## src/rtl/sector_lock_guard.sv

```systemverilog
module sector_lock_guard #(
  parameter int NUM_SECT = 16,
  parameter int ADDR_W   = 12,
  parameter int POL_BIT  = 6,
  parameter logic [7:0] CMD_LOCK = 8'h60,
  parameter logic [7:0] CMD_EXIT = 8'hF0
) (
  input  logic              clk,
  input  logic              rst_n,
  input  logic              wr_en,
  input  logic [ADDR_W-1:0] wr_addr,
  input  logic [7:0]        wr_data,
  input  logic              wp_n,
  input  logic              vpp_low,
  input  logic              vpp_high,
  input  logic [ADDR_W-1:0] query_addr,
  output logic              query_writable
);
  localparam int SECT_W   = (NUM_SECT > 1) ? $clog2(NUM_SECT) : 1;
  localparam int SECT_LSB = ADDR_W - SECT_W;
  localparam logic [1:0] S_IDLE = 2'd0;
  localparam logic [1:0] S_ARM1 = 2'd1;
  localparam logic [1:0] S_ARM2 = 2'd2;
  localparam logic [1:0] S_OPEN = 2'd3;

  logic [NUM_SECT-1:0] lock_q;
  logic [1:0]          seq_q, seq_d;
  logic [SECT_W-1:0]   wr_sect, q_sect;
  logic                is_lock, is_exit, apply;

  assign wr_sect = wr_addr[ADDR_W-1 -: SECT_W];
  assign q_sect  = query_addr[ADDR_W-1 -: SECT_W];
  assign is_lock = wr_en && (wr_data == CMD_LOCK);
  assign is_exit = wr_en && (wr_data == CMD_EXIT);
  assign apply   = is_lock && (seq_q == S_ARM2 || seq_q == S_OPEN);

  always_comb begin
    seq_d = seq_q;
    if (is_exit) seq_d = S_IDLE;
    else if (wr_en) begin
      case (seq_q)
        S_IDLE:  seq_d = is_lock ? S_ARM1 : S_IDLE;
        S_ARM1:  seq_d = is_lock ? S_ARM2 : S_IDLE;
        S_ARM2:  seq_d = is_lock ? S_OPEN : S_IDLE;
        default: seq_d = S_OPEN;
      endcase
    end
  end

  always_ff @(posedge clk or negedge rst_n) begin
    if (!rst_n) begin
      seq_q  <= S_IDLE;
      lock_q <= '1;
    end else begin
      seq_q <= seq_d;
      for (int i = 0; i < NUM_SECT; i++)
        if (apply && wr_sect == SECT_W'(i)) lock_q[i] <= ~wr_addr[POL_BIT];
    end
  end

  logic q_boot;
  assign q_boot = (q_sect == '0) || (q_sect == SECT_W'(NUM_SECT-1));

  assign query_writable = vpp_low          ? 1'b0 :
                          vpp_high         ? 1'b1 :
                          (!wp_n && q_boot) ? 1'b0 :
                          ~lock_q[q_sect];
endmodule


```

## config.mk

```make
export PLATFORM = sky130hd
export DESIGN_NAME = sector_lock_guard
export DESIGN_NICKNAME = d
export VERILOG_FILES = /design/src/rtl/sector_lock_guard.sv
export SDC_FILE = /design/constraint.sdc
export NUM_CORES = 1
export LEC_CHECK = 0
export BUFFER_PORTS_ARGS = -buffer_cell sky130_fd_sc_hd__buf_2
export CORE_MARGIN = 2
export CORE_UTILIZATION = 31
export CTS_CLUSTER_SIZE = 30
export DETAILED_ROUTE_END_ITERATION = 10
export GPL_TIMING_DRIVEN = 0
export SLEW_MARGIN = 10
export SYNTH_ARGS = -nofsm -noshare
export SYNTH_HDL_FRONTEND = slang
export SYNTH_SLANG_ARGS = --single-unit
```

## constraint.sdc

```tcl
create_clock -name clk -period 1.85 [get_ports clk]
set_input_delay 0.185 -clock clk [delete_from_list [all_inputs] [get_ports clk]]
set_output_delay 0.185 -clock clk [all_outputs]
set_load 0.05 [all_outputs]
```

# After elaboration in Yosys (flattened, before gate mapping)
# Cells that the tools add are included.
# word_totals
ff_bits,18
inputBits,38
wordCells,79
# op_classes
order_cmp,1
bitwise,2
reduce_logical,27
n_eq_ne,21
muxes,11
# ops
cell,n
$eq A4 B4 Y1 const B,9
$logic_and A1 B1 Y1,20
$eq A4 B3 Y1 const B,4
$eq A4 B2 Y1 const B,2
$eq A8 B7 Y1 const B,1
$eq A8 B8 Y1 const B,1
$logic_not A4 Y1,2
$mux W2,4
$pmux W2 S3,1
$lt A4 B5 Y1 const B,1
$mux W1,5
$bmux W1 S4,1
$eq A2 B2 Y1 const B,2
$eq A4 B1 Y1 const B,1
$eq A2 B1 Y1 const B,1
$logic_not A2 Y1,1
$logic_or A1 B1 Y1,2
$not A1 Y1,2
$reduce_bool A2 Y1,1
$logic_not A1 Y1,1

# Depth between registers and ports, before layout
# Gate-level depths: netlist (run 1).
# logic_depth
ltp_word,6
ltp_mapped,6
ltp_nobuf,4

# Worst setup path after synthesis (run 1)
# No wires, ideal clock.
# synth_path
path_type,reg2out
startpoint,reg lock_q[13]
endpoint,out query_writable
t_arrival_ps,2507
slack_ps,-842
path_buffers,0
path_stages_with_launch,5
t_required_ps,1665
path_cell_list,dfstp_2 mux4_2 mux2i_1 nor3_1 nor4_1
# synth_between
elab_chain_len,6
# synth_rtl
item,line_no,text
"start, declared",26,logic [NUM_SECT-1:0] lock_q;
"start signal, assigned by index",57,if (apply && wr_sect == SECT_W'(i)) lock_q[i] <= ~wr_addr[POL_BIT];
$bmux W1 S4,67,~lock_q[q_sect];
$mux W1 (not written as such),67,
$not A1 Y1,67,
$mux W1,66,(!wp_n && q_boot) ? 1'b0 :
$mux W1,65,vpp_high ? 1'b1 :
$mux W1,64,assign query_writable = vpp_low ? 1'b0 :
"end, declared",17,output logic query_writable
# No other way between the ends. The select of a mux whose other input is x is not followed.

# Worst setup path in the final report (run 1)
# layout_path
startpoint,reg lock_q[9]
endpoint,out query_writable
# Same word-level chain as after synthesis.

==> out/results.ini, run 1 <==
[run_status]
status=complete, but fails checks
violations=setup timing

[setup_path]
arrival_ps=1820
cp-end-kind=output port
critPathLaunchType=flop
worstSetupPathType=flop to output port
critical_path.max_fanout=2
crit_required_ps=1660

[cts]
max-clock-path-buffers=2
numCtsBuffers=3
clock-sinks=18
clk_pin_slew_ps=100
clock_latency_ps=300
cts_root_buf=clkbuf_4
cts-htree-levels=1
cts_tree=built

[finish]
layout-drive-gt1-share_pct=62.88
layout.nets=171
antenna_cells=0
nFillCells=294
area_growth_pct=54.91

[yosys]
synth_largest_area_cell=dfstp_2
yosysSeqAreaShare_pct=43.47
synth_area_leaders=dfstp_2, mux2i_1, mux4_2, o41ai_1, o31ai_1
synth_top_area_share_pct=38.84
syn_inst=101
ys_ff_latch=18
syn_area_sq_um=1082
yosys_warnings=0
synthesis.nets=139
synth_area_per_cell_sq_um=10.72
synth.distinct_cells=25

[routing]
vias_per_cell=5.483
wl_per_cell_um=15.65
remaining_drc_errors=0
drtPass1Iterations=4
ant_nets=0
drt_iter0_drc=19
drt-total-wl_mm=2.786
vias=976

[power]
powerDensity_nw_per_um2=457.8
p_comb_share_pct=16.6
p_leak_nw=0.6742
swShare_pct=27.77
seq_power_share_pct=51.5
p_int_w=0.0005544
power_switching_w=0.0002132
power.total_w=0.0007676
ir_worst_vdd_mv=0.2095
clockPowerShare_pct=31.9

[floorplan]
ios=39
die_area_sq_um=3980
placementRows=21
die_w_um=63.09
fp.dieH_um=63.09
start_util_pct=32.43
fp.coreArea_sq_um=3337

[timing]
max_freq_mhz=498.8
rsz0062_at_grt=yes
period_minus_slack_ps=2005
fin_crit_sh_pct=108.4
layout_setup_ws_ps=-154.8
setup_viol=15
tightest_slew_ps=1016
slew_headroom_pct=32.30
timing.final.hold_violations=0
report.final.slew_viol_count=0
finalSetupTns_ps=-789.9
finalClockSkew_ps=2.404

[global_routing]
globalRouteTotalUtil_pct=12.98
grt_first_pass_wirelength_mm=4.167
overflow=0
grt_max_degree=19
grt_pass1_vias=920
antenna_found_initial=0

[job]
timing.max_cap.violations=0

[place]
dp_hpwl_mm=1.845
routabilityCongestion=0.7158
io_buffers=22

[worst_hold_path]
min_path_type=input port to flop

==> sequential cells by signal, summed over array words and instances, names as in the netlist <==
signal	count
seq_q	2
lock_q	16
==> layout make-up <==
cell class	instances	area (sq um)	share of cell area, %
multi-input cells	63	823.3	49.10
well taps	46	57.56	3.433
flip-flops and latches	18	470.5	28.06
clock buffers	4	36.28	2.164
inverters	11	41.29	2.463
repair buffers	27	173.9	10.37
plain buffers	9	73.82	4.403
==> synth_stat cells <==
cell type and instances:
dfrtp_1 2, a211oi_1 1, inv_1 11, buf_2 2, a22oi_1 1, nand4_1 1
nand2_1 2, or3b_1 1, nor3_1 5, o31ai_1 10, or4_4 2, buf_1 1
o2bb2ai_1 1, o21ai_0 2, clkbuf_1 6, nand2b_1 4, a21oi_1 1, mux2i_1 9
nand3_1 1, or4_1 3, nor3b_1 1, nor4_1 5, o41ai_1 9, dfstp_2 16
mux4_2 4
==> timing repair <==
| action | CTS | global route |
|---|---|---|
| endpoints found under the hold margin | 2 | 0 |
| hold buffers | 1 | 0 |
| gates cloned | 0 | 1 |
| setup endpoints to repair | 17 | 17 |
| pin swaps | 0 | 5 |
| setup buffers | 0 | 3 |
| gates resized for setup | 11 | 41 |
==> per-layer routing <==
layer / routed length, um / share of wire (%) / GRT usage (%)
met1: 1158 / 42 / 15.86
met2: 1522 / 55 / 23.01
met3: 53 / 1.9 / 1.250
met4: 52 / 1.9 / 5.833
met5: 0 / 0 / 0
==> power groups by stage <==
stage,clock (W),sequential (W),combinational [W]
after detailed placement,0,0.000401,0.0000985
after global routing,0.000268,0.000396,0.000138
after floorplan,0,0.000401,0.0000446
after global placement,0,0.000401,0.0000959
after CTS,0.000251,0.000395,0.000107
final,0.000245,0.000395,0.000128
==> stage by stage <==
stage                     instance area [sq um]  std cells  util [%]  setup WS (ps)  hold slack (ps)
after global placement                     1277        169     38.28         -179.4            131.2
after CTS                                  1381        174     41.39         -185.0            76.79
after detailed placement                   1277        169     38.28         -203.9            135.2
final                                      1677        178     50.24         -154.8            85.58
after global routing                       1677        178     50.24         -238.6            89.71
after floorplan                            1110        101         -         -74.87           -110.6
==> kinds of logic (layout without fill, tap and decap cells) <==
| logic type | after synthesis | in the layout | synth area share (%) |
|---|---|---|---|
| compound gates | 25 | 25 | 17.80 |
| flops | 18 | 18 | 43.47 |
| buf+inv | 20 | 51 | 7.167 |
| mux | 13 | 13 | 16.65 |
| simple gates | 25 | 25 | 14.91 |
==> placed cells by master, fill, tap and decap left out, types with 3 or more instances in the layout <==
cell type	Yosys	final
buf_2	2	21
buf_4	0	3
clkbuf_1	6	5
clkbuf_4	0	3
dfstp_2	16	16
inv_1	11	11
mux2i_1	9	9
mux4_2	4	4
nand2b_1	4	4
nor4_4	0	4
o31ai_4	0	9
o41ai_2	0	9
or4_4	2	4
==> critical path, stage by stage, from the launching register on <==
cell and delay [ps]:
dfstp_2 400, mux4_2 440, mux2i_1 150, nor3_1 90, nor4_4 260, buf_6 190
==> final timing paths <==
check / start / slack (ps) / endpoint / depth (start not counted)
max in group asynchronous: rst_n / 1190 / lock_q[5] / 2
min reg2reg: lock_q[0] / 470 / lock_q[0] / 2
max reg2reg: seq_q[1] / -140 / lock_q[4] / 5
max: lock_q[9] / -150 / query_writable / 5
min in group asynchronous: rst_n / 340 / seq_q[0] / 2
min: wr_data[7] / 90 / seq_q[0] / 2
(Power assumes the default switching activity.)
==> run 2, diff against run 1 <==
--- a/config.mk
+++ b/config.mk
@@ -6,7 +6,7 @@
 export NUM_CORES = 1
 export LEC_CHECK = 0
 export BUFFER_PORTS_ARGS = -buffer_cell sky130_fd_sc_hd__buf_2
-export CORE_MARGIN = 2
+export CORE_MARGIN = 4
 export CORE_UTILIZATION = 31
 export CTS_CLUSTER_SIZE = 30
 export DETAILED_ROUTE_END_ITERATION = 10
==> out/results.ini, run 2 (synthesis gave the netlist of run 1 again) <==
[run_status]
status=complete, but fails checks
violations=setup timing

[timing]
timing.final.hold_violations=0
finalClockSkew_ps=10.08
period_minus_slack_ps=2022
max_freq_mhz=494.7
slew_headroom_pct=43.62
fin_crit_sh_pct=109.3
rsz0062_at_grt=yes
setup_viol=2
finalSetupTns_ps=-192.9
layout_setup_ws_ps=-171.5
tightest_slew_ps=845.7
report.final.slew_viol_count=0

[finish]
area_growth_pct=43.12
final_common_cell=buf_2
antenna_cells=0
top_regs=lock_q (16), seq_q (2)
largest_reg_flops=16
layout-drive-gt1-share_pct=58.02
layout.nets=170
nFillCells=330
multi_input_area_sq_um=721.9
final_cell_mix=buf_2, dfstp_2, inv_1
top_register=lock_q
fin_cells=177
area.sequential_sq_um=470.5

[setup_path]
critical_path.max_fanout=2
worstReg2RegEnd=lock_q[4]
critical_path.cell_chain=mux4_2 > mux2i_1 > nor3_1 > nor4_4 > buf_6
r2r_start=seq_q[1]
rr_worst_depth=4
cp_slowest_cell=mux4_2
ff2ff_setup_slack_ps=-20
critPathLaunchType=flop
arrival_ps=1840
crit_required_ps=1660
cp-end-kind=output port
worstSetupPathType=flop to output port
max_stage_delay_ps=460

[routing]
drt-total-wl_mm=2.804
drtPass1Iterations=4
remaining_drc_errors=0
wl_per_cell_um=15.84
vias_per_cell=5.525
drt_iter0_drc=42
vias=978
ant_nets=0

[cts]
max-clock-path-buffers=2
clk_pin_slew_ps=110
cts_root_buf=clkbuf_4
clock_latency_ps=290
cts-htree-levels=1
clock-sinks=18
numCtsBuffers=3
cts_tree=built

[power]
powerDensity_nw_per_um2=463.8
swShare_pct=27.89
seq_power_share_pct=55.0
p_int_w=0.0005180
p_leak_nw=0.6244
p_comb_share_pct=16.5
clockPowerShare_pct=28.4
ir_worst_vdd_mv=0.1450
power.total_w=0.0007184
power_switching_w=0.0002003

[floorplan]
fp.dieH_um=67.09
placementRows=21
fp.coreArea_sq_um=3363
start_util_pct=32.18
die_w_um=67.09
die_area_sq_um=4500
ios=39

[global_routing]
antenna_found_initial=0
grt_first_pass_wirelength_mm=4.250
overflow=0
grt_max_degree=19
globalRouteTotalUtil_pct=12.46
grt_pass1_vias=922

[worst_hold_path]
hold_path.startpoint=wr_data[7]
holdPathStages=2
min_path_type=input port to flop
worstHoldEndpoint=seq_q[0]

[job]
timing.max_cap.violations=0

[place]
dp_hpwl_mm=1.932
routabilityCongestion=0.7602
dp_cells=169
io_buffers=22

==> run 2: cell type report <==
class,instances,share of cell area [%]
Clock buffer,4,1.696
Inverter,11,2.666
Multi-Input combinational cell,63,46.61
Sequential cell,18,30.37
Buffer,8,3.716
Timing Repair Buffer,27,11.23
Tap cell,46,3.716
==> run 2: worst max path at each step <==
stage	from	end	slack (ps)	cells past startpoint
global placement	wr_data[1]	lock_q[4]	-180	6
finish	lock_q[9]	query_writable	-170	5
floorplan	seq_q[1]	lock_q[4]	-70	5
CTS	lock_q[13]	query_writable	-180	5
global route	lock_q[13]	query_writable	-240	5
detailed placement	wr_data[1]	lock_q[4]	-230	6
==> run 2: worst max-delay path: cells and delay by family, from the launching register on <==
kind                   cells  cell delay, ps
buffers and inverters      1             190
flip-flops                 1             390
multiplexers               2             610
AND/OR/NAND/NOR            2             360
==> run 2: through the flow <==
stage | worst slack, ps | util (%) | hold WS (ps) | area (sq um)
after floorplan | -74.87 | - | -110.6 | 1110
after global placement | -177.7 | 37.98 | 132.1 | 1277
after detailed placement | -225.7 | 37.98 | 136.7 | 1277
after CTS | -177.2 | 41.85 | 83.39 | 1408
after global routing | -242.9 | 46.06 | 79.81 | 1549
final | -171.5 | 46.06 | 85.52 | 1549
==> run 2: routing by layer <==
layer  track usage [%]  wire length (um)
met1             15.31              1214
met3             1.518               104
met4             5.316                52
met2             21.60              1432
met5                 0                 0
==> run 2: timing repair <==
action / 4_1_cts / 5_1_grt
resized for setup: 18 / 20
gates cloned: 0 / 1
hold buffers: 1 / 0
pin swaps: 2 / 3
setup endpoints to repair: 16 / 16
buffers inserted: 1 / 2
endpoints found under the hold margin: 2 / 0
==> run 2: power by group through the flow <==
stage / clock (W) / combinational (W) / sequential (W)
after floorplan: 0 / 0.0000446 / 0.000401
after global placement: 0 / 0.0000970 / 0.000401
after detailed placement: 0 / 0.0000994 / 0.000401
after CTS: 0.000207 / 0.000109 / 0.000395
after global routing: 0.000232 / 0.000130 / 0.000396
final: 0.000204 / 0.000119 / 0.000395
